[src/rtl/kbd_pkg.sv]
package kbd_pkg;
  typedef enum logic [1:0] {RPL_NONE = 2'd0, RPL_RESET = 2'd1, RPL_LAYOUT = 2'd2} reply_e;

  localparam logic [7:0] SC_PREFIX  = 8'hE0;
  localparam logic [7:0] SC_CAPS_DN = 8'h3A;
  localparam logic [7:0] SC_NUM_DN  = 8'h45;
  localparam logic [7:0] SC_CAPS_UP = 8'hBA;
  localparam logic [7:0] SC_NUM_UP  = 8'hC5;
  localparam logic [7:0] HC_RESET   = 8'h01;
  localparam logic [7:0] HC_LED     = 8'h0E;
  localparam logic [7:0] HC_LAYOUT0 = 8'h07;
  localparam logic [7:0] HC_LAYOUT1 = 8'h0F;

  function automatic logic [6:0] base_lookup(input logic [6:0] idx, input int span);
    int v;
    if (idx == 7'd0 || int'(idx) >= span) return 7'd0;
    v = int'(idx) * 5 + 3;
    return v[6:0];
  endfunction

  function automatic logic [6:0] ext_lookup(input logic [6:0] idx, input int lo, input int span);
    if (int'(idx) < lo || int'(idx) >= lo + span) return 7'd0;
    return idx ^ 7'h55;
  endfunction

  function automatic int reply_len(input reply_e r);
    case (r)
      RPL_RESET:  return 3;
      RPL_LAYOUT: return 2;
      default:    return 0;
    endcase
  endfunction

  function automatic logic [7:0] reply_byte(input reply_e r, input int k);
    if (r == RPL_RESET) begin
      case (k)
        0: return 8'hFF;
        1: return 8'h04;
        default: return 8'h7F;
      endcase
    end
    if (r == RPL_LAYOUT) return (k == 0) ? 8'hFE : 8'h00;
    return 8'h00;
  endfunction
endpackage

[src/rtl/kbd_xlate.sv]
module kbd_xlate
  import kbd_pkg::*;
#(
  parameter int BASE_SPAN = 100,
  parameter int EXT_LO    = 28,
  parameter int EXT_SPAN  = 64
) (
  input  logic       clk,
  input  logic       rst_n,
  input  logic       clr,
  input  logic       scan_valid,
  input  logic [7:0] scan_code,
  output logic       ev_push,
  output logic [7:0] ev_byte,
  output logic       ev_drop
);
  logic [1:0] caps_mode, num_mode, cur_mode, new_mode;
  logic       ext_pend;
  logic       is_caps, lock_dn, lock_up, is_prefix;
  logic [6:0] tbl;

  always_comb begin
    is_caps   = (scan_code == SC_CAPS_DN) || (scan_code == SC_CAPS_UP);
    lock_dn   = (scan_code == SC_CAPS_DN) || (scan_code == SC_NUM_DN);
    lock_up   = (scan_code == SC_CAPS_UP) || (scan_code == SC_NUM_UP);
    is_prefix = (scan_code == SC_PREFIX);
    cur_mode  = is_caps ? caps_mode : num_mode;
    new_mode  = cur_mode;
    if (lock_dn) new_mode = cur_mode ^ 2'b01;
    else if (lock_up) new_mode = cur_mode ^ 2'b10;
    ev_drop = scan_valid && ((lock_dn && new_mode == 2'd2) || (lock_up && new_mode == 2'd3));
    ev_push = scan_valid && !is_prefix && !ev_drop;
    tbl = ext_pend ? ext_lookup(scan_code[6:0], EXT_LO, EXT_SPAN)
                   : base_lookup(scan_code[6:0], BASE_SPAN);
    ev_byte = {scan_code[7], tbl};
  end

  always_ff @(posedge clk or negedge rst_n) begin
    if (!rst_n) begin
      caps_mode <= 2'd0;
      num_mode  <= 2'd0;
      ext_pend  <= 1'b0;
    end else if (clr) begin
      caps_mode <= 2'd0;
      num_mode  <= 2'd0;
      ext_pend  <= 1'b0;
    end else if (scan_valid) begin
      if ((lock_dn || lock_up) && is_caps) caps_mode <= new_mode;
      if ((lock_dn || lock_up) && !is_caps) num_mode <= new_mode;
      if (is_prefix) ext_pend <= 1'b1;
      else if (!ev_drop) ext_pend <= 1'b0;
    end
  end
endmodule

[src/rtl/kbd_cmd.sv]
module kbd_cmd
  import kbd_pkg::*;
(
  input  logic       clk,
  input  logic       rst_n,
  input  logic       clr,
  input  logic       cmd_valid,
  input  logic [7:0] cmd_byte,
  input  logic       tx_en,
  input  logic       chan_off,
  output reply_e     reply,
  output logic       led_skip
);
  logic led_flag, accept;

  always_comb begin
    accept   = cmd_valid && tx_en && !chan_off;
    led_skip = accept && led_flag;
    reply    = RPL_NONE;
    if (accept && !led_flag) begin
      case (cmd_byte)
        HC_RESET:               reply = RPL_RESET;
        HC_LAYOUT0, HC_LAYOUT1: reply = RPL_LAYOUT;
        default:                reply = RPL_NONE;
      endcase
    end
  end

  always_ff @(posedge clk or negedge rst_n) begin
    if (!rst_n) led_flag <= 1'b0;
    else if (clr) led_flag <= 1'b0;
    else if (accept) led_flag <= led_flag ? 1'b0 : (cmd_byte == HC_LED);
  end
endmodule

[src/rtl/kbd_fifo.sv]
module kbd_fifo
  import kbd_pkg::*;
#(
  parameter int DEPTH = 16,
  localparam int PW = $clog2(DEPTH),
  localparam int CW = PW + 1
) (
  input  logic          clk,
  input  logic          rst_n,
  input  logic          clr,
  input  reply_e        load,
  input  logic          push,
  input  logic [7:0]    push_byte,
  input  logic          pop,
  output logic [7:0]    head,
  output logic [CW-1:0] count,
  output logic          push_lost
);
  logic [7:0]    mem [DEPTH];
  logic [PW-1:0] rd_ptr, wr_ptr;
  logic          push_ok, pop_ok;

  function automatic logic [PW-1:0] step(input logic [PW-1:0] p);
    return (int'(p) == DEPTH - 1) ? '0 : p + 1'b1;
  endfunction

  always_comb begin
    push_ok   = push && (int'(count) != DEPTH);
    pop_ok    = pop && (count != '0);
    push_lost = push && !push_ok && (load == RPL_NONE) && !clr;
    head      = mem[rd_ptr];
  end

  always_ff @(posedge clk or negedge rst_n) begin
    if (!rst_n) begin
      rd_ptr <= '0;
      wr_ptr <= '0;
      count  <= '0;
    end else if (clr) begin
      rd_ptr <= '0;
      wr_ptr <= '0;
      count  <= '0;
    end else if (load != RPL_NONE) begin
      rd_ptr <= '0;
      wr_ptr <= PW'(reply_len(load));
      count  <= CW'(reply_len(load));
    end else begin
      if (push_ok) wr_ptr <= step(wr_ptr);
      if (pop_ok) rd_ptr <= step(rd_ptr);
      count <= count + CW'(push_ok) - CW'(pop_ok);
    end
  end

  always_ff @(posedge clk) begin
    if (!clr && load != RPL_NONE) begin
      for (int k = 0; k < 3; k++) mem[k] <= reply_byte(load, k);
    end else if (!clr && push_ok) begin
      mem[wr_ptr] <= push_byte;
    end
  end
endmodule

[src/rtl/kbd_scan_responder.sv]
module kbd_scan_responder
  import kbd_pkg::*;
#(
  parameter int QDEPTH    = 16,
  parameter int BASE_SPAN = 100,
  parameter int EXT_LO    = 28,
  parameter int EXT_SPAN  = 64,
  localparam int CW = $clog2(QDEPTH) + 1
) (
  input  logic          clk,
  input  logic          rst_n,
  input  logic          chan_clr,
  input  logic          scan_valid,
  input  logic [7:0]    scan_code,
  input  logic          cmd_valid,
  input  logic [7:0]    cmd_byte,
  input  logic          tx_en,
  input  logic          chan_off,
  input  logic          rd_pop,
  output logic [7:0]    rd_data,
  output logic          rx_avail,
  output logic [CW-1:0] q_count
);
  logic       ev_push, ev_drop, led_skip, push_lost;
  logic [7:0] ev_byte, head;
  reply_e     reply;

  kbd_xlate #(.BASE_SPAN(BASE_SPAN), .EXT_LO(EXT_LO), .EXT_SPAN(EXT_SPAN)) u_xlate (
    .clk(clk), .rst_n(rst_n), .clr(chan_clr),
    .scan_valid(scan_valid), .scan_code(scan_code),
    .ev_push(ev_push), .ev_byte(ev_byte), .ev_drop(ev_drop)
  );

  kbd_cmd u_cmd (
    .clk(clk), .rst_n(rst_n), .clr(chan_clr),
    .cmd_valid(cmd_valid), .cmd_byte(cmd_byte), .tx_en(tx_en), .chan_off(chan_off),
    .reply(reply), .led_skip(led_skip)
  );

  kbd_fifo #(.DEPTH(QDEPTH)) u_fifo (
    .clk(clk), .rst_n(rst_n), .clr(chan_clr), .load(reply),
    .push(ev_push), .push_byte(ev_byte), .pop(rd_pop),
    .head(head), .count(q_count), .push_lost(push_lost)
  );

  assign rx_avail = (q_count != '0);
  assign rd_data  = rx_avail ? head : 8'h00;
endmodule

[config.mk]
export PLATFORM = sky130hd
export DESIGN_NAME = kbd_scan_responder
export DESIGN_NICKNAME = d
export VERILOG_FILES = /design/src/rtl/kbd_pkg.sv /design/src/rtl/kbd_xlate.sv /design/src/rtl/kbd_cmd.sv /design/src/rtl/kbd_fifo.sv /design/src/rtl/kbd_scan_responder.sv
export SDC_FILE = /design/constraint.sdc
export NUM_CORES = 1
export LEC_CHECK = 0
export ABC_CLOCK_PERIOD_IN_PS = 3750
export CORE_UTILIZATION = 64
export CTS_CLUSTER_SIZE = 16
export DETAILED_ROUTE_END_ITERATION = 16
export DONT_BUFFER_PORTS = 1
export PLACE_DENSITY = 0.8
export SLEW_MARGIN = 20
export SYNTH_ARGS = -nofsm -noshare
export SYNTH_HDL_FRONTEND = slang
export SYNTH_SLANG_ARGS = --single-unit
[constraint.sdc]
create_clock -name clk -period 3.75 [get_ports clk]
set_clock_uncertainty 0.2 [all_clocks]
set_input_delay 0.9375 -clock clk [delete_from_list [all_inputs] [get_ports clk]]
set_output_delay 0.9375 -clock clk [all_outputs]
set_load 0.005 [all_outputs]
==> results of run 1 <==
-- power groups by stage --
| stage | Sequential (mW) | Clock, mW | Combinational, mW |
|---|---|---|---|
| 2_1_floorplan | 1.94 | 0 | 0.755 |
| 3_3_place_gp | 1.97 | 0 | 0.943 |
| 3_5_place_dp | 1.98 | 0 | 0.982 |
| 4_1_cts | 1.94 | 1.65 | 0.994 |
| 5_1_grt | 1.95 | 1.71 | 1.08 |
| 6_report | 1.94 | 1.64 | 0.998 |
-- worst paths after layout --
path	startpoint	end	slack (ns)	cells after the start
worst max-delay path	u_fifo.rd_ptr[1]	rd_data[7]	0.08	6
worst min-delay path	u_cmd.led_flag	u_cmd.led_flag	0.35	2
worst max register to register	u_fifo.count[2]	u_fifo.count[4]	0.44	15
worst min register to register	u_cmd.led_flag	u_cmd.led_flag	0.35	2
max in group asynchronous	rst_n	u_fifo.rd_ptr[0]	2.04	1
min in group asynchronous	rst_n	u_fifo.rd_ptr[2]	0.61	1
-- flip-flops by register name (all words and copies together) (netlist names) --
signal / flops
u_xlate.ext_pend: 1
u_cmd.led_flag: 1
u_xlate.caps_mode: 2
u_fifo.rd_ptr: 4
u_xlate.num_mode: 2
u_fifo.count: 5
u_fifo.wr_ptr: 4
u_fifo.mem: 128
-- Yosys cell counts (all sizes together) (3+ instances only) --
master  number  share of area, %
nor3b        3              0.31
mux2i       33               4.6
o41ai        4              0.48
xor2         5              0.60
or3          5              0.43
xnor2       10               1.2
buf         14               1.4
nor2        22               1.2
nand4        7              0.81
nand2       21               1.2
nand3        5              0.35
a31oi        4              0.35
o32a         8               1.1
a41oi       14               1.9
o21ai       15               1.0
a21oi       29               2.1
o31ai        3              0.57
ha          27               4.7
clkbuf      17              0.88
inv         32               1.7
and4        10               1.2
o22ai        8              0.69
mux4        16               5.0
mux2         4              0.62
o221ai       8              0.97
edfxtp     128                53
dfrtp       19               6.6
nor4         6              0.52
-- through the flow --
stage / worst slack, ns / cells / cell area, um^2
global route: 0.0187 / 681 / 8090
finish: 0.0777 / 681 / 8090
global placement: 0.0723 / 647 / 7490
detailed placement: -0.00826 / 647 / 7490
CTS: 0.0993 / 680 / 8080
floorplan: 0.0299 / 517 / 7250
-- worst max-delay path, cell delays in order, from the launching register on --
cell and delay, ns:
dfrtp_1 0.37, buf_4 0.19, nand2b_1 0.49, o22ai_1 0.53, o32a_1 0.23, nand2_1 0.06, a21oi_1 0.25
-- timing repair --
action,CTS,global route
endpoints found under the hold margin,15,4
hold buffers,1,1
gates resized for setup,0,0
-- logic make-up (layout without fill, tap and decap cells) --
logic type,Yosys count,in the layout,share of synthesized area (%)
adder cells (fa/ha/maj),29,29,5.21
AND/OR/NAND/NOR,100,100,8.16
buffers and inverters,63,87,3.95
XOR/XNOR,15,15,1.81
flip-flops,147,147,59.6
multiplexers,53,53,10.2
AO/OA/AOI/OAI,110,110,11.1
-- metal layers --
metal / part of all wire [%] / wire (um)
met5: 0 / 0
met4: 2.8 / 447
met3: 6.8 / 1080
met2: 53 / 8320
met1: 38 / 5980
-- area by class of cell --
class	instances	area [um^2]
flip-flops and latches	147	4320
fillers	680	2850
multi-input cells	307	2670
clock buffers	17	425
repair buffers	23	228
well taps	140	175
clock inverters	15	149
inverters	32	120
==> results.py, run 1 <==
metrics = {
    "power_and_ir_drop": {
        "p_leak_nw": 2.85,
        "p_int_mw": 3.23,
        "power_density_mw_per_mm2": 567,
        "design_power_total_mw": 4.58,
        "p_comb_share_pct": 21.8,
        "swShare_pct": 29.5,
        "peakVddDrop_uv": 323,
        "seq_power_share_pct": 42.4,
        "switching_power_mw": 1.35,
        "pwr-share-clk_pct": 35.8,
    },
    "synth": {
        "syn-num-nets": 570,
        "synthFlopType": "edfxtp_1",
        "yosys_register_bits": 147,
        "synth-edff-count": 128,
        "postSynthCellCount": 517,
        "postSynth.asyncResetShare_pct": 12.9,
        "synth-warning-count": 0,
        "synth.avg_cell_area_um2": 14.0,
        "syn-cell-area_mm2": 0.00725,
        "ys_seq_area_share_pct": 59.6,
        "synth.distinct_cells": 65,
    },
    "global_routing": {
        "grt_overflow": 0,
        "grt.total_usage_pct": 28.9,
        "met3_usage_pct": 6.69,
        "grt_max_degree": 41,
        "top_usage_layer": "met2",
        "use_met1_pct": 34.6,
        "first_global_vias": 4631,
        "grt_use_met2_pct": 49.9,
        "antenna_found_initial": 0,
        "grt_pass1_wl_um": 24400,
    },
    "floorplanning": {
        "initial_utilization_pct": 66.3,
        "die_h_um": 108,
        "die_area_mm2": 0.0118,
        "die_w_um": 108,
        "pin_count": 38,
        "rows": 38,
        "core-area_mm2": 0.0109,
    },
    "route": {
        "avgViaCountPerCell": 6.65,
        "wl_um": 15800,
        "ant_nets": 0,
        "drc": 0,
        "num_vias": 4527,
        "wire_per_inst_um": 23.2,
        "drt_iter0_drc": 393,
        "drt_pass1_iterations": 7,
    },
    "clock_network": {
        "cts.sinks": 147,
        "numCtsBuffers": 17,
        "cts_tree": "yes",
        "h-tree-depth": 4,
        "clk_pin_slew_worst_paths_ns": 0.06,
        "clockRootBuffer": "clkbuf_16",
        "post_cts_buffers": 0,
        "clk_path_buf_depth": 2,
        "insertion_delay_ns": 0.42,
    },
    "hold_path": {
        "min_path_type": "flip-flop to flip-flop",
    },
    "setup_path": {
        "cp_max_fo": 16,
        "arrival_ns": 2.53,
        "end_kind": "primary output",
        "critical_path_class": "flip-flop to primary output",
        "startpoint_type": "flip-flop",
        "required_ns": 2.61,
    },
    "timing": {
        "slew_violations": 0,
        "hold_viol_final": 0,
        "slew_headroom_pct": 39.9,
        "fin_tns_setup_ns": 0,
        "hold_slack_ns": 0.354,
        "setup-violations-final": 0,
        "layout_min_cycle_time_ns": 3.67,
        "worst_pin_slew_ns": 0.901,
        "fmax_mhz": 272,
        "grt_setup_unrepaired": "no",
        "fin_crit_sh_pct": 97.9,
    },
    "cells_and_area": {
        "antennaDiodeCount": 0,
        "layout_common_cells": "edfxtp_1, mux2i_1, inv_1, a21oi_1, ha_1",
        "synthToLayoutAreaGrowth_pct": 11.5,
        "post-route-util_pct": 73.9,
        "drive_above_1_share_pct": 17.0,
        "nNetsFinal": 581,
        "layout_commonest_cell": "edfxtp_1",
    },
    "placed_design": {
        "port_buffers": 0,
        "place.detailed.hpwl_um": 10700,
        "gp_congestion": 0.875,
    },
    "job": {
        "drv.max_cap_violation_count": 0,
    },
    "status": {
        "run_status": "finished clean",
    },
}
Note: power is estimated with default switching activity, not from simulation.
==> run 2, diff against run 1 <==
==> constraint.sdc (replaced) <==
create_clock -name clk -period 3.75 [get_ports clk]
set_clock_uncertainty 0.2 [all_clocks]
set_input_delay 0.1875 -clock clk [delete_from_list [all_inputs] [get_ports clk]]
set_output_delay 0.1875 -clock clk [all_outputs]
set_load 0.005 [all_outputs]
==> run 2 against run 1 <==
- non-clock buffer count rose by 8
- final cell count rose by 1.2%
- core utilization rose by 0.97 points
- sequential cell count did not move
- first-iteration DRC count fell by 7.9%
- total power rose by 1.8%
- routed wire length rose by 2.8%
- hold slack got worse by 0.34 ns
- worst setup slack improved by 0.17 ns
- via count rose by 2.9%
- clock-buffer cell count rose by 1
- critical path type is now flip-flop to flip-flop
- largest cell class unchanged
==> results.py, run 2 (synthesis gave the netlist of run 1 again) <==
metrics = {
    "setup_path": {
        "arrival_ns": 3.46,
        "cpPeakStageDelay_ns": 0.57,
        "end_kind": "flip-flop",
        "cp_top_family": "simple AND/OR/NAND/NOR gates",
        "slowest_stage": "dlygate4sd3_1",
        "required_ns": 3.71,
        "cp_max_fo": 18,
        "critical_path_class": "flip-flop to flip-flop",
        "cp_cell_sequence": "or4_1 > nor3_1 > nand2_1 > or4_1 > ha_1 > nand2b_1 > nor2_2 > nand4_4 > a211oi_1 > dlygate4sd3_1",
        "cp_common_cell": "or4_1",
        "startpoint_type": "flip-flop",
        "cp_num_buf_inv": 1,
    },
    "timing": {
        "fin_tns_setup_ns": 0,
        "hold_viol_final": 0,
        "layout_min_cycle_time_ns": 3.50,
        "fin_crit_sh_pct": 93.4,
        "setup-violations-final": 0,
        "worst_pin_slew_ns": 0.980,
        "slew_headroom_pct": 34.7,
        "fmax_mhz": 285,
        "grt_setup_unrepaired": "no",
        "slew_violations": 0,
    },
    "global_routing": {
        "grt_pass1_wl_um": 25700,
        "first_global_vias": 4701,
        "grt.total_usage_pct": 30.4,
        "grt_max_degree": 28,
        "antenna_found_initial": 0,
        "grt_overflow": 0,
    },
    "power_and_ir_drop": {
        "swShare_pct": 27.2,
        "switching_power_mw": 1.27,
        "p_int_mw": 3.39,
        "p_comb_share_pct": 20.3,
        "p_leak_nw": 2.88,
        "seq_power_share_pct": 42.1,
        "design_power_total_mw": 4.66,
        "power_density_mw_per_mm2": 569,
        "pwr-share-clk_pct": 37.6,
        "peakVddDrop_uv": 310,
    },
    "floorplanning": {
        "core-area_mm2": 0.0109,
        "die_area_mm2": 0.0118,
        "rows": 38,
        "pin_count": 38,
        "initial_utilization_pct": 66.3,
        "die_h_um": 108,
        "die_w_um": 108,
    },
    "placed_design": {
        "dp.cells": 638,
        "gp_congestion": 0.841,
        "port_buffers": 0,
        "place.detailed.hpwl_um": 10300,
    },
    "clock_network": {
        "cts_resized": 0,
        "cts.sinks": 147,
        "clockRootBuffer": "clkbuf_16",
        "clk_pin_slew_worst_paths_ns": 0.06,
        "h-tree-depth": 4,
        "clk_path_buf_depth": 2,
        "insertion_delay_ns": 0.41,
        "cts_tree": "yes",
        "post_cts_buffers": 0,
        "numCtsBuffers": 17,
    },
    "cells_and_area": {
        "final_cell_count_no_fill": 689,
        "largest-register": "u_fifo.mem",
        "layout_commonest_cell": "edfxtp_1",
        "layout_common_cells": "edfxtp_1, mux2i_1, inv_1, a21oi_1, ha_1",
        "synthToLayoutAreaGrowth_pct": 13.0,
        "top_regs": "u_fifo.mem: 128 flops, u_fifo.count: 5 flops",
        "drive_above_1_share_pct": 14.6,
        "largest_reg_flops": 128,
        "antennaDiodeCount": 0,
        "nFillCells": 646,
        "nNetsFinal": 589,
    },
    "route": {
        "avgViaCountPerCell": 6.76,
        "wire_per_inst_um": 23.6,
        "drt_pass1_iterations": 5,
        "ant_nets": 0,
        "drt_iter0_drc": 362,
        "num_vias": 4657,
        "wl_um": 16300,
        "drc": 0,
    },
    "hold_path": {
        "min_path_type": "input port to flip-flop",
    },
    "job": {
        "drv.max_cap_violation_count": 0,
    },
    "status": {
        "run_status": "finished clean",
    },
}
run 2: cell count changes in the layout (fill, tap and decap cells not counted), sizes merged:
cell | previous run | this run
bufinv | 1 | 4
clkbuf | 17 | 18
clkinv | 4 | 6
dlygate4sd3 | 2 | 19
inv | 39 | 33
buf | 21 | 12
run 2: final timing paths:
kind                                            end  cells past startpoint  slack, ns                 from
worst min-delay path            u_xlate.num_mode[0]                      5       0.02         scan_code[4]
worst max-delay path               u_fifo.mem[1][0]                     10       0.25       u_cmd.led_flag
worst max register to register     u_fifo.mem[1][0]                     10       0.25       u_cmd.led_flag
min in group asynchronous       u_xlate.num_mode[1]                      1       0.15                rst_n
worst min register to register  u_xlate.num_mode[0]                      2       0.37  u_xlate.num_mode[0]
max in group asynchronous          u_fifo.rd_ptr[0]                      1       2.60                rst_n
run 2: power by group through the flow:
stage	logic, mW	clock network, mW	registers (mW)
after floorplan	0.755	0	1.94
after global placement	0.876	0	1.99
after detailed placement	0.913	0	2.00
after CTS	0.945	1.76	1.96
after global routing	1.04	1.82	1.97
final	0.948	1.75	1.96
run 2: tightest hold or removal path, cell delays in order:
cell,delay [ns]
nor2_1,0.04
nand2_1,0.11
nor3b_1,0.08
xnor2_1,0.13
nor2_1,0.04
run 2: layout make-up:
cell class | instances | area, um^2 | share of cell area [%]
Clock inverter | 14 | 186 | 2.28
Clock buffer | 18 | 429 | 5.24
Tap cell | 140 | 175 | 2.14
Multi-Input combinational cell | 307 | 2670 | 32.6
Timing Repair Buffer | 31 | 293 | 3.57
Inverter | 32 | 120 | 1.47
Sequential cell | 147 | 4320 | 52.7
run 2: through the flow:
step / worst slack, ns / hold slack [ns] / cell area, um^2 / utilization [%]
after floorplan: 0.692 / -0.308 / 7250 / -
after detailed placement: 0.334 / -0.308 / 7390 / 67.5
final: 0.246 / 0.0179 / 8190 / 74.9
after global routing: 0.0383 / 0.0146 / 8190 / 74.9
after global placement: 0.520 / -0.307 / 7390 / 67.5
after CTS: 0.278 / 0.00102 / 8190 / 74.9
run 2: routing by layer:
| metal | wire (um) | share of wire (%) | vias to the layer above | track usage [%] |
|---|---|---|---|---|
| li1 | - | - | 2083 | - |
| met1 | 6650 | 41 | 2344 | 39.8 |
| met2 | 8190 | 50 | 202 | 50.0 |
| met3 | 998 | 6.1 | 28 | 6.03 |
| met4 | 432 | 2.7 | 0 | 12.3 |
| met5 | 0 | 0 | - | 0 |
run 2: timing repair:
action,in CTS,in global routing
setup endpoints to repair,0,0
hold buffers,19,0
hold endpoints to repair,88,0
==> run 3, diff against run 2 <==
--- a/config.mk
+++ b/config.mk
@@ -6,11 +6,13 @@
 export NUM_CORES = 1
 export LEC_CHECK = 0
 export ABC_CLOCK_PERIOD_IN_PS = 3750
-export CORE_UTILIZATION = 64
+export CELL_PAD_IN_SITES_DETAIL_PLACEMENT = 2
+export CELL_PAD_IN_SITES_GLOBAL_PLACEMENT = 2
+export CORE_UTILIZATION = 46
 export CTS_CLUSTER_SIZE = 16
 export DETAILED_ROUTE_END_ITERATION = 16
 export DONT_BUFFER_PORTS = 1
-export PLACE_DENSITY = 0.8
+export PLACE_DENSITY_LB_ADDON = 0.1
 export SLEW_MARGIN = 20
 export SYNTH_ARGS = -nofsm -noshare
 export SYNTH_HDL_FRONTEND = slang
==> run 3 against run 2 <==
- core utilization fell by 21 points
- maximum frequency fell by 0.66%
- clock-buffer cell count did not move
- sequential power about the same
- die area grew 38%
- combinational power up 12%
- sequential cell count did not move
- clock power decreased by 5%
- via count grew 1.7%
- global-route usage down 2.4 points
==> results.py, run 3 (synthesis gave the netlist of run 1 again) <==
metrics = {
    "floorplanning": {
        "pin_count": 38,
        "rows": 45,
        "initial_utilization_pct": 47.3,
        "die_area_mm2": 0.0163,
        "die_w_um": 128,
        "core-area_mm2": 0.0153,
        "die_h_um": 128,
    },
    "cells_and_area": {
        "multi_input_area_mm2": 0.00267,
        "nFillCells": 1427,
        "layout_common_cells": "edfxtp_1, mux2i_1, inv_1, a21oi_1, ha_1",
        "layout_commonest_cell": "edfxtp_1",
        "largest-register": "u_fifo.mem",
        "regArea_mm2": 0.00432,
        "drive_above_1_share_pct": 14.9,
        "final_cell_count_no_fill": 767,
        "antennaDiodeCount": 0,
        "largest_reg_flops": 128,
        "synthToLayoutAreaGrowth_pct": 14.3,
        "top_regs": "u_fifo.mem: 128 flops, u_fifo.count: 5 flops",
        "nNetsFinal": 596,
    },
    "status": {
        "run_status": "finished clean",
    },
    "setup_path": {
        "rrSetupSlack_ns": 0.22,
        "startpoint_type": "flip-flop",
        "cp_common_cell": "inv_1",
        "cpPeakStageDelay_ns": 0.63,
        "required_ns": 3.89,
        "critical_path_class": "flip-flop to flip-flop",
        "reg2reg_from": "u_fifo.count[3]",
        "worstReg2RegEnd": "u_fifo.count[4]",
        "cp_cell_sequence": "inv_1 > ha_1 > or4b_2 > nand2_1 > inv_1 > ha_1 > inv_1 > ha_1 > inv_1 > fa_1 > inv_1 > a21oi_1 > nor2_1 > or3_1 > a21oi_1",
        "cp.depth": 15,
        "cp-endpoint": "u_fifo.count[4]",
        "rr_worst_depth": 15,
        "arrival_ns": 3.67,
        "end_kind": "flip-flop",
        "cp_num_buf_inv": 5,
        "slowest_stage": "or4b_2",
        "setup.worst_path.start": "u_fifo.count[3]",
        "cp_top_family": "simple AND/OR/NAND/NOR gates",
        "cp_max_fo": 5,
    },
    "power_and_ir_drop": {
        "power_density_mw_per_mm2": 564,
        "peakVddDrop_uv": 317,
        "p_leak_nw": 2.89,
    },
    "clock_network": {
        "h-tree-depth": 4,
        "cts_tree": "yes",
        "clockRootBuffer": "clkbuf_16",
        "post_cts_buffers": 0,
        "insertion_delay_ns": 0.42,
        "clk_path_buf_depth": 2,
        "clk_pin_slew_worst_paths_ns": 0.06,
        "numCtsBuffers": 17,
        "cts.sinks": 147,
    },
    "timing": {
        "slew_violations": 0,
        "grt_setup_unrepaired": "no",
        "fin_crit_sh_pct": 94.1,
        "slew_headroom_pct": 34.2,
        "worst_pin_slew_ns": 0.986,
        "fin_tns_setup_ns": 0,
        "hold_viol_final": 0,
        "setup-violations-final": 0,
        "fmax_mhz": 283,
        "hold_slack_ns": 0.0248,
        "layout_min_cycle_time_ns": 3.53,
    },
    "placed_design": {
        "gp_congestion": 0.812,
        "dp.cells": 711,
        "place.detailed.hpwl_um": 14100,
        "port_buffers": 0,
    },
    "route": {
        "wl_um": 21200,
        "num_vias": 4737,
        "wire_per_inst_um": 27.6,
        "drt_pass1_iterations": 4,
        "drc": 0,
        "ant_nets": 0,
        "drt_iter0_drc": 278,
        "avgViaCountPerCell": 6.18,
    },
    "global_routing": {
        "first_global_vias": 5260,
        "grt_overflow": 0,
        "grt_pass1_wl_um": 32200,
        "antenna_found_initial": 0,
        "grt_max_degree": 28,
        "grt.total_usage_pct": 27.9,
    },
    "job": {
        "drv.max_cap_violation_count": 0,
    },
    "hold_path": {
        "min_path_type": "input port to flip-flop",
    },
}
==> run 3: how the worst min path moves through the flow <==
stage | startpoint | endpoint | cells after the start
2_1_floorplan | rst_n | u_cmd.led_flag | 0
3_3_place_gp | rst_n | u_cmd.led_flag | 0
3_5_place_dp | rst_n | u_cmd.led_flag | 0
4_1_cts | chan_clr | u_fifo.mem[1][7] | 2
5_1_grt | scan_code[4] | u_fifo.mem[1][4] | 2
6_report | scan_code[4] | u_fifo.mem[1][4] | 2
==> run 3: per-layer routing <==
layer  global-route usage, %  part of all wire (%)
met1                    34.3                    42
met2                    48.3                    52
met3                    5.74                   3.8
met4                    10.9                   2.1
met5                       0                     0
==> run 3: where the power goes <==
group / internal, mW / switching (mW)
combinational: 0.412 / 0.647
clock: 0.973 / 0.684
sequential: 1.88 / 0.0769
==> run 3: repair_timing <==
item | 4_1_cts | 5_1_grt
resized for setup | 0 | 0
hold buffers | 22 | 2
hold endpoints to repair | 59 | 21
==> run 3: stage by stage <==
stage	power [mW]	setup WS, ns	cell area (um^2)	util (%)
final	4.68	0.223	8290	54.1
after global routing	4.84	0.0223	8290	54.1
after CTS	4.69	0.203	8260	54.0
after detailed placement	3.00	0.267	7480	48.8
after global placement	2.94	0.541	7480	48.8
after floorplan	2.70	0.692	7250	-
==> run 3: layout make-up <==
type | count | area share, %
inverters | 32 | 1.45
multi-input cells | 307 | 32.2
clock buffers | 18 | 5.18
repair buffers | 38 | 4.17
flip-flops and latches | 147 | 52.1
clock inverters | 14 | 1.66
well taps | 211 | 3.19
